==> config.mk <==
export PLATFORM = sky130hd
export DESIGN_NAME = simt_reconv_stack
export DESIGN_NICKNAME = d
export VERILOG_FILES = /design/src/rtl/simt_stack_pkg.sv /design/src/rtl/simt_stack_dp.sv /design/src/rtl/simt_stack_ctl.sv /design/src/rtl/simt_reconv_stack.sv
export SDC_FILE = /design/constraint.sdc
export NUM_CORES = 2
export LEC_CHECK = 0
export BUFFER_PORTS_ARGS = -buffer_cell sky130_fd_sc_hd__clkbuf_2
export CORE_ASPECT_RATIO = 0.5
export CORE_MARGIN = 5
export CORE_UTILIZATION = 40
export DETAILED_ROUTE_END_ITERATION = 8
export HOLD_SLACK_MARGIN = 0.12
export PLACE_DENSITY = 0.55
export SYNTH_ARGS = -nofsm -noshare
export SYNTH_HDL_FRONTEND = slang
export SYNTH_SLANG_ARGS = --single-unit
==> constraint.sdc <==
create_clock -name clk -period 39.4 [get_ports clk]
set_clock_uncertainty 0.1 [all_clocks]
set_input_delay 5.91 -clock clk [delete_from_list [all_inputs] [get_ports clk]]
set_output_delay 5.91 -clock clk [all_outputs]
set_load 0.05 [all_outputs]
==> src/rtl/simt_stack_pkg.sv <==
package simt_stack_pkg;
  // Strobes from control to the stack storage
  typedef struct packed {
    logic popTop;
    logic setTop;
    logic pushFall;
    logic pushTaken;
    logic overflow;
  } ctlStrobes_t;
endpackage

==> src/rtl/simt_stack_dp.sv <==
module simt_stack_dp
  import simt_stack_pkg::*;
#(
  parameter int PC_W     = 32,
  parameter int THREADS  = 32,
  parameter int DEPTH    = 8,
  parameter logic [PC_W-1:0] START_PC = '0,
  localparam int IDX_W   = (DEPTH > 1) ? $clog2(DEPTH) : 1
) (
  input  logic               clk,
  input  logic               rstN,
  input  ctlStrobes_t        strb,
  input  logic [PC_W-1:0]    newTopPc,
  input  logic [PC_W-1:0]    takenPc,
  input  logic [PC_W-1:0]    fallPc,
  input  logic [PC_W-1:0]    reconvPc,
  input  logic [THREADS-1:0] takenSub,
  input  logic [THREADS-1:0] fallSub,
  output logic [PC_W-1:0]    topNext,
  output logic [PC_W-1:0]    topReconv,
  output logic [THREADS-1:0] topMask,
  output logic [IDX_W-1:0]   topIdx
);
  logic [PC_W-1:0]    nextMem   [DEPTH];
  logic [PC_W-1:0]    reconvMem [DEPTH];
  logic [THREADS-1:0] maskMem   [DEPTH];
  logic [IDX_W-1:0]   fallSlot, takenSlot, pushCount;

  always_comb begin
    fallSlot  = topIdx + IDX_W'(1);
    takenSlot = topIdx + IDX_W'(1) + IDX_W'(strb.pushFall);
    pushCount = IDX_W'(strb.pushFall) + IDX_W'(strb.pushTaken);
  end

  always_ff @(posedge clk) begin
    if (!rstN) begin
      topIdx       <= '0;
      nextMem[0]   <= START_PC;
      reconvMem[0] <= '1;
      maskMem[0]   <= '1;
    end else if (strb.popTop) begin
      topIdx <= topIdx - IDX_W'(1);
    end else begin
      if (strb.setTop) nextMem[topIdx] <= newTopPc;
      if (strb.pushFall) begin
        nextMem[fallSlot]   <= fallPc;
        reconvMem[fallSlot] <= reconvPc;
        maskMem[fallSlot]   <= fallSub;
      end
      if (strb.pushTaken) begin
        nextMem[takenSlot]   <= takenPc;
        reconvMem[takenSlot] <= reconvPc;
        maskMem[takenSlot]   <= takenSub;
      end
      topIdx <= topIdx + pushCount;
    end
  end

  assign topNext   = nextMem[topIdx];
  assign topReconv = reconvMem[topIdx];
  assign topMask   = maskMem[topIdx];


  mask_nonzero_chk: assert property (@(posedge clk) disable iff (!rstN)
    topMask != '0);

  no_underflow_chk: assert property (@(posedge clk) disable iff (!rstN)
    strb.popTop |-> topIdx != '0);

  push_narrows_chk: assert property (@(posedge clk) disable iff (!rstN)
    (strb.pushTaken || strb.pushFall) |=> (topMask & ~$past(topMask)) == '0);

  ovf_hold_chk: assert property (@(posedge clk) disable iff (!rstN)
    strb.overflow |=> ($stable(topIdx) && $stable(topMask) && $stable(topNext)));
endmodule

==> src/rtl/simt_stack_ctl.sv <==
module simt_stack_ctl
  import simt_stack_pkg::*;
#(
  parameter int PC_W    = 32,
  parameter int THREADS = 32,
  parameter int DEPTH   = 8,
  localparam int IDX_W  = (DEPTH > 1) ? $clog2(DEPTH) : 1
) (
  input  logic               clk,
  input  logic               rstN,
  input  logic               evValid,
  input  logic               evBranch,
  input  logic [PC_W-1:0]    evPc,
  input  logic [THREADS-1:0] brTakenMask,
  input  logic [PC_W-1:0]    brTakenPc,
  input  logic [PC_W-1:0]    brFallPc,
  input  logic [PC_W-1:0]    brReconvPc,
  input  logic [PC_W-1:0]    topReconv,
  input  logic [THREADS-1:0] topMask,
  input  logic [IDX_W-1:0]   topIdx,
  output ctlStrobes_t        strb,
  output logic [PC_W-1:0]    newTopPc,
  output logic [THREADS-1:0] takenSub,
  output logic [THREADS-1:0] fallSub,
  output logic               overflowErr
);
  logic            divergent, needFall, needTaken;
  logic [PC_W-1:0] moveTarget;
  logic [IDX_W:0]  freeSlots, needCount;

  always_comb begin
    takenSub  = topMask & brTakenMask;
    fallSub   = topMask & ~brTakenMask;
    divergent = evBranch && (takenSub != '0) && (fallSub != '0) &&
                !((brTakenPc == brReconvPc) && (brFallPc == brReconvPc));
    needFall  = divergent && (brFallPc != brReconvPc);
    needTaken = divergent && (brTakenPc != brReconvPc);
    needCount = (IDX_W+1)'(needFall) + (IDX_W+1)'(needTaken);
    freeSlots = (IDX_W+1)'(DEPTH - 1) - {1'b0, topIdx};
    if (!evBranch)            moveTarget = evPc;
    else if (takenSub == '0)  moveTarget = brFallPc;
    else if (fallSub == '0)   moveTarget = brTakenPc;
    else                      moveTarget = brReconvPc;

    strb     = '0;
    newTopPc = moveTarget;
    if (evValid) begin
      if (divergent) begin
        if (needCount > freeSlots) begin
          strb.overflow = 1'b1;
        end else begin
          strb.setTop    = 1'b1;
          strb.pushFall  = needFall;
          strb.pushTaken = needTaken;
          newTopPc       = brReconvPc;
        end
      end else if ((topIdx != '0) && (moveTarget == topReconv)) begin
        strb.popTop = 1'b1;
      end else begin
        strb.setTop = 1'b1;
      end
    end
  end

  always_ff @(posedge clk) begin
    if (!rstN)              overflowErr <= 1'b0;
    else if (strb.overflow) overflowErr <= 1'b1;
  end


  overflow_sticky_chk: assert property (@(posedge clk) disable iff (!rstN)
    overflowErr |=> overflowErr);

  idle_quiet_chk: assert property (@(posedge clk) disable iff (!rstN)
    !evValid |-> (strb == '0));
endmodule

==> src/rtl/simt_reconv_stack.sv <==
module simt_reconv_stack
  import simt_stack_pkg::*;
#(
  parameter int PC_W    = 32,
  parameter int THREADS = 32,
  parameter int DEPTH   = 8,
  parameter logic [PC_W-1:0] START_PC = 32'h100
) (
  input  logic               clk,
  input  logic               rstN,
  input  logic               evValid,
  input  logic               evBranch,
  input  logic [PC_W-1:0]    evPc,
  input  logic [THREADS-1:0] brTakenMask,
  input  logic [PC_W-1:0]    brTakenPc,
  input  logic [PC_W-1:0]    brFallPc,
  input  logic [PC_W-1:0]    brReconvPc,
  output logic [PC_W-1:0]    fetchPc,
  output logic [THREADS-1:0] activeMask,
  output logic               overflowErr
);
  localparam int IDX_W = (DEPTH > 1) ? $clog2(DEPTH) : 1;

  ctlStrobes_t        strb;
  logic [PC_W-1:0]    newTopPc, topReconv;
  logic [THREADS-1:0] takenSub, fallSub;
  logic [IDX_W-1:0]   topIdx;

  simt_stack_ctl #(.PC_W(PC_W), .THREADS(THREADS), .DEPTH(DEPTH)) i_ctl (
    .clk(clk), .rstN(rstN), .evValid(evValid), .evBranch(evBranch),
    .evPc(evPc), .brTakenMask(brTakenMask), .brTakenPc(brTakenPc),
    .brFallPc(brFallPc), .brReconvPc(brReconvPc), .topReconv(topReconv),
    .topMask(activeMask), .topIdx(topIdx), .strb(strb), .newTopPc(newTopPc),
    .takenSub(takenSub), .fallSub(fallSub), .overflowErr(overflowErr)
  );

  simt_stack_dp #(.PC_W(PC_W), .THREADS(THREADS), .DEPTH(DEPTH),
                  .START_PC(START_PC)) i_dp (
    .clk(clk), .rstN(rstN), .strb(strb), .newTopPc(newTopPc),
    .takenPc(brTakenPc), .fallPc(brFallPc), .reconvPc(brReconvPc),
    .takenSub(takenSub), .fallSub(fallSub), .topNext(fetchPc),
    .topReconv(topReconv), .topMask(activeMask), .topIdx(topIdx)
  );
endmodule

# Yosys cells after proc, flatten, opt, wreduce, memory -nomap -nowiden
# Memory sizes are Yosys's and may differ from the RTL's. A register that Yosys moved wholly into a read port is not among the register bits.
# Cells that the tools add are included.
# W data, S select, Z words.
# totals
word_cells	77
ramBits	768
mem_count	3
inputBits	164
ff_bits	4
out_inout_bits	65
mem_bits_ro	0
latchBits	0
# memory_table
memory	words	width	read_ports	rd_clocked_by_memory_dff	write_ports	line_no	source
i_dp.maskMem	8	32	1	1	2	simt_stack_dp.sv:26	logic [THREADS-1:0] maskMem [DEPTH];
i_dp.nextMem	8	32	1	1	3	simt_stack_dp.sv:24	logic [PC_W-1:0] nextMem [DEPTH];
i_dp.reconvMem	8	32	1	1	2	simt_stack_dp.sv:25	logic [PC_W-1:0] reconvMem [DEPTH];
# op_classes
n_div	0
shift	0
add_sub_neg	7
n_mul	0
n_bitwise	3
n_lt_le_gt_ge	1
n_reduce_logical	16
mux	40
n_eq_ne	5
# op_table
operator	count
$mux W32	9
$eq A32 B32 Y1	3
$reduce_or A32 Y1	3
$and A32 B32 Y32	2
$logic_not A32 Y1	2
$ne A32 B32 Y1	2
$reduce_bool A32 Y1	2
$not A32 Y32	1
$mux W3	9
$mux W1	21
$logic_and A1 B1 Y1	7
$mux W5	1
$add A1 B1 Y2	2
$gt A4 B4 Y1	1
$sub A3 B3 Y4 const A	1
$add A3 B1 Y3	1
$add A3 B1 Y3 const B	1
$add A3 B3 Y3	1
$reduce_bool A3 Y1	1
$sub A3 B1 Y3 const B	1
$logic_not A1 Y1	1

# Logic depth before layout (Yosys ltp)
# logic_depth
word_depth	17
mapped_depth	31
mapped_depth_nobuf	25

# Cells and area by module
# From an unflattened synthesis, not the netlist that was laid out.
# unflattened
hier_cells	3651
area_unflattened_um2	43529.2
# by_module_without_submodules
mod	n_inst	seq_area_each_um2	cells_per_inst	area_per_inst_um2
simt_stack_dp	1	23122.2	3119	39770.6
simt_stack_ctl	1	20.0	532	3758.6

# Least setup slack after synthesis
# Ideal clock, no wire load.
# synth_timing
kind	input -> register
startpoint	input brTakenMask[24]
endpoint	memory i_dp.nextMem[0][0] (enable)
required_ns	38.872
t_arrival_ns	18.091
setup_time_ns	0.428
cell_stages	17
path_buffers	2
path_slack_ns	20.781
path_cell_list	clkbuf_1 > clkinv_1 > o22ai_1 > or4b_1 > nor3_1 > a21oi_1 > clkbuf_1 > nand3_1 > inv_1 > ha_1 > ha_1 > nor2b_1 > o211ai_1 > nand2_1 > or4_1 > o311ai_0 > o21bai_1
# synth_lines
element	line_no	source
start: declaration	simt_reconv_stack.sv:14	input logic [THREADS-1:0] brTakenMask,
end: declaration	simt_stack_dp.sv:24	

==> metrics list <==
- Along the worst path, the maximum fanout reaches 57.
* Dpl cell area: 0.0471 sq mm
- The setup check on the worst reg-to-reg path leaves a slack of 28.46 ns.
- Buffers inserted during clock tree synthesis total 79.
- Sum of negative setup slack: 0 ns
* Maximum ir drop on the vdd rail: 0.0351 mV
- The worst register-to-register path has a depth of 22.
- For this design the ratio of total power to cell area is 58.8 mW/mm^2.
- The clock passes through at most 3 buffers.
- Counting every sink on the clock net gives 772.
- Share of final-layout standard cells stronger than drive strength 1: 0.183
* End of the critical path: i_dp.reconvMem[4][24]
- Remaining routing DRC violations: 0
- Pin count of the biggest net entering global routing: 264
- Detailed Route WL: 172000 um
* CTS-repair resized insts: 0
- The floorplan step defined a die boundary enclosing 0.120 sq mm.
* Launching instance or port of the critical path: brTakenMask[15]
- The final count of pins violating max slew is 0.
- After layout, the worst setup slack is 25.91 ns.
- Classification of the worst setup path: in -> reg
- OpenSTA, run right after detailed placement, puts the worst setup slack at 25.38 ns.
- The count of nets left with antenna violations once routing finished came out at 0.
- In this run the tool buffered the top-level ports with 228 buffer cells.
- Overall Global Routing Usage: 0.280
- Global-route congestion overflow total: 0
* Start of the worst register-to-register path: i_dp.topIdx[0]
- After technology mapping, the gate count stands at 3952.
- Final setup violation count: 0
* Ys async rst share: 0
- TritonCTS built the clock tree.
* Worst hold path type: reg -> reg
* Clock latency at the later pin of the worst-skew pair: 0.71 ns
* Total Nets Final: 4091
- For this design, the CTS-stage hold fixing added 0 buffers.
* Reg clk slew, reported paths: 0.06 ns
- Setup repair after global routing left no endpoint under its margin.
- Routability-driven placement finished with a final weighted congestion of 0.905.
* Number of flops mapped to enable cells by yosys: 768
- The number of antenna violations at the first check in global routing was 14.
* Type of destination of the critical path: flip-flop
- Most instantiated flip-flop cell in the synthesis netlist: sky130_fd_sc_hd__edfxtp_1
* Destination of the worst register-to-register timing path: i_dp.reconvMem[4][24]
- The number of nets handed over by synthesis was 4126.
* Initial core utilization: 0.405
- Detailed Route Iter0 Violations: 4936
- For this run, the top clock speed supported by timing is 74.1 MHz.
- The design draws 2910 uW.
- Row Count: 86
- At the worst endpoint, the required time is 39.60 ns.
- Estimated wirelength of the detail-placed design: 105000 um
- Max-cap violation count: 0
- In this run the static leakage power is 0.0156 uW.
* Unique masters post-synth: 84
- Total standard cell area after synthesis: 0.0449 sq mm
* Worst-case headroom to the max-slew limit: 0.0487
- Counting flops and latches in the post-synthesis netlist gives 772.
* First-pass GRT wire length: 243000 um
- After detailed routing, the number of vias per cell comes to 6.30.
- The number of hold violations in the final report is 0.
- Synth warnings: 0
- A synthesized cell averages 11.4 sq um.
- CTS built an H-tree with a depth of 3.
- The die is 247 um tall.
- Die Width: 484 um
* Final critical-path required period: 13.49 ns
- In this run the post-CTS setup repair buffer count came out at 0.
- Critical path startpoint category: primary input
- Result of the run: complete, no violations
* Synth-to-layout area growth: 10.3%
* Per-cell routed wire length: 31.4 um
* Critical Path AT: 13.69 ns
- For this block, the via count after detailed routing is 34516.
- The tree is rooted in a sky130_fd_sc_hd__clkbuf_16.
* Post-route cell area: 0.0496 sq mm
- Of the synthesized area, sequential elements account for 0.515.
* # IOs: 229
* Core outline area: 0.111 sq mm
* Via count of the first global-routing pass: 33131
- Crit share post-route: 0.342
- Worst slew pin tran: 1.43 ns
- Initial DRT Pass Iterations: 7
[Yosys cell counts, types with 40 or more instances]
master	n	area (sq um)
sky130_fd_sc_hd__edfxtp_1	768	23100
sky130_fd_sc_hd__mux2i_1	93	931
sky130_fd_sc_hd__nand2_1	297	1110
sky130_fd_sc_hd__a21oi_1	202	1010
sky130_fd_sc_hd__buf_1	45	169
sky130_fd_sc_hd__o21a_1	68	510
sky130_fd_sc_hd__nand3b_1	129	968
sky130_fd_sc_hd__xnor2_1	282	2470
sky130_fd_sc_hd__a31oi_1	92	576
sky130_fd_sc_hd__nand3_1	40	200
sky130_fd_sc_hd__or3_1	46	288
sky130_fd_sc_hd__o311ai_0	62	543
sky130_fd_sc_hd__o21ai_0	281	1410
sky130_fd_sc_hd__nand2b_1	190	1190
sky130_fd_sc_hd__mux4_2	156	3510
sky130_fd_sc_hd__mux2_2	76	856
sky130_fd_sc_hd__nor2_1	223	837
sky130_fd_sc_hd__inv_1	66	248
sky130_fd_sc_hd__buf_2	48	240
sky130_fd_sc_hd__clkbuf_1	320	1200
[through the flow]
step	std cells	util	hold WS, ns
finish	5479	0.447	0.400
global route	5479	0.447	0.436
CTS	5471	0.447	0.403
detailed placement	5331	0.425	0.392
floorplan	3952	-	0.623
global placement	5331	0.425	0.374
[layout by cell type, fill, tap and decap left out, drive strengths merged, types with 67 or more instances in the layout]
cell type	n
a21oi	202
a31oi	92
buf	96
clkbuf	334
edfxtp	768
inv	67
mux2	78
mux2i	99
mux4	156
nand2	297
nand2b	190
nand3b	129
nor2	225
o21a	68
o21ai	288
o311ai	71
xnor2	282
[state kept, by name (all words and copies together), names as in the netlist]
register and flops:
i_ctl.overflowErr 1, i_dp.maskMem 256, i_dp.nextMem 256, i_dp.reconvMem 256, i_dp.topIdx 3
[cell families (layout without fill, tap and decap cells)]
| kind of cell | count (synthesis) | after routing | share of synthesized area |
|---|---|---|---|
| xor+xnor | 321 | 321 | 0.0626 |
| fa+ha+maj | 10 | 10 | 0.00295 |
| other cells | 0 | 7 | 0 |
| simple gates | 1072 | 1072 | 0.123 |
| mux | 333 | 333 | 0.121 |
| flops | 772 | 772 | 0.515 |
| buf+inv | 541 | 565 | 0.0497 |
| compound gates | 903 | 903 | 0.126 |
[where the power goes]
group | total (uW) | leakage [uW] | switching, uW | internal (uW)
sequential | 1050 | 0.00706 | 36.2 | 1010
clock | 743 | 0.00116 | 347 | 396
combinational | 1120 | 0.00734 | 776 | 343
total | 2910 | 0.0156 | 1160 | 1750
[critical path: stages]
cell and delay [ns]:
sky130_fd_sc_hd__clkbuf_2 0.15, sky130_fd_sc_hd__clkinv_1 0.19, sky130_fd_sc_hd__nor3_1 0.13, sky130_fd_sc_hd__a2111oi_1 0.71, sky130_fd_sc_hd__nand4_1 0.89, sky130_fd_sc_hd__o21ai_4 0.80, sky130_fd_sc_hd__nor3_1 0.12, sky130_fd_sc_hd__ha_1 0.21
sky130_fd_sc_hd__ha_1 0.28, sky130_fd_sc_hd__nor2b_1 0.13, sky130_fd_sc_hd__o211ai_1 0.26, sky130_fd_sc_hd__nand2_1 0.08, sky130_fd_sc_hd__or4_1 0.57, sky130_fd_sc_hd__inv_1 0.12, sky130_fd_sc_hd__nand2_1 0.51, sky130_fd_sc_hd__nor2_1 0.31
sky130_fd_sc_hd__nand3_1 0.83, sky130_fd_sc_hd__nand2_4 0.56, sky130_fd_sc_hd__buf_4 0.84
[layout make-up]
type | count | area [sq um]
antenna | 7 | 17.5
clock buffer | 106 | 2080
clock inverter | 34 | 372
fill | 10200 | 61300
inverter | 101 | 379
multi-input combinational | 2639 | 19800
sequential | 772 | 23200
tap | 1496 | 1870
timing repair buffer | 324 | 1890
[how the worst min path moves through the flow]
stage                      startpoint                end  slack, ns  cells past startpoint
CTS                 i_ctl.overflowErr  i_ctl.overflowErr       0.40                      2
floorplan           i_ctl.overflowErr  i_ctl.overflowErr       0.62                      2
detailed placement  i_ctl.overflowErr  i_ctl.overflowErr       0.39                      2
finish              i_ctl.overflowErr  i_ctl.overflowErr       0.40                      2
global placement    i_ctl.overflowErr  i_ctl.overflowErr       0.37                      2
global route        i_ctl.overflowErr  i_ctl.overflowErr       0.44                      2
[metal layers]
metal	track usage	wire length, um
met4	0.121	7260
met3	0.0537	16200
met2	0.428	77500
met5	0	17
met1	0.390	71200
(Power assumes the default switching activity.)
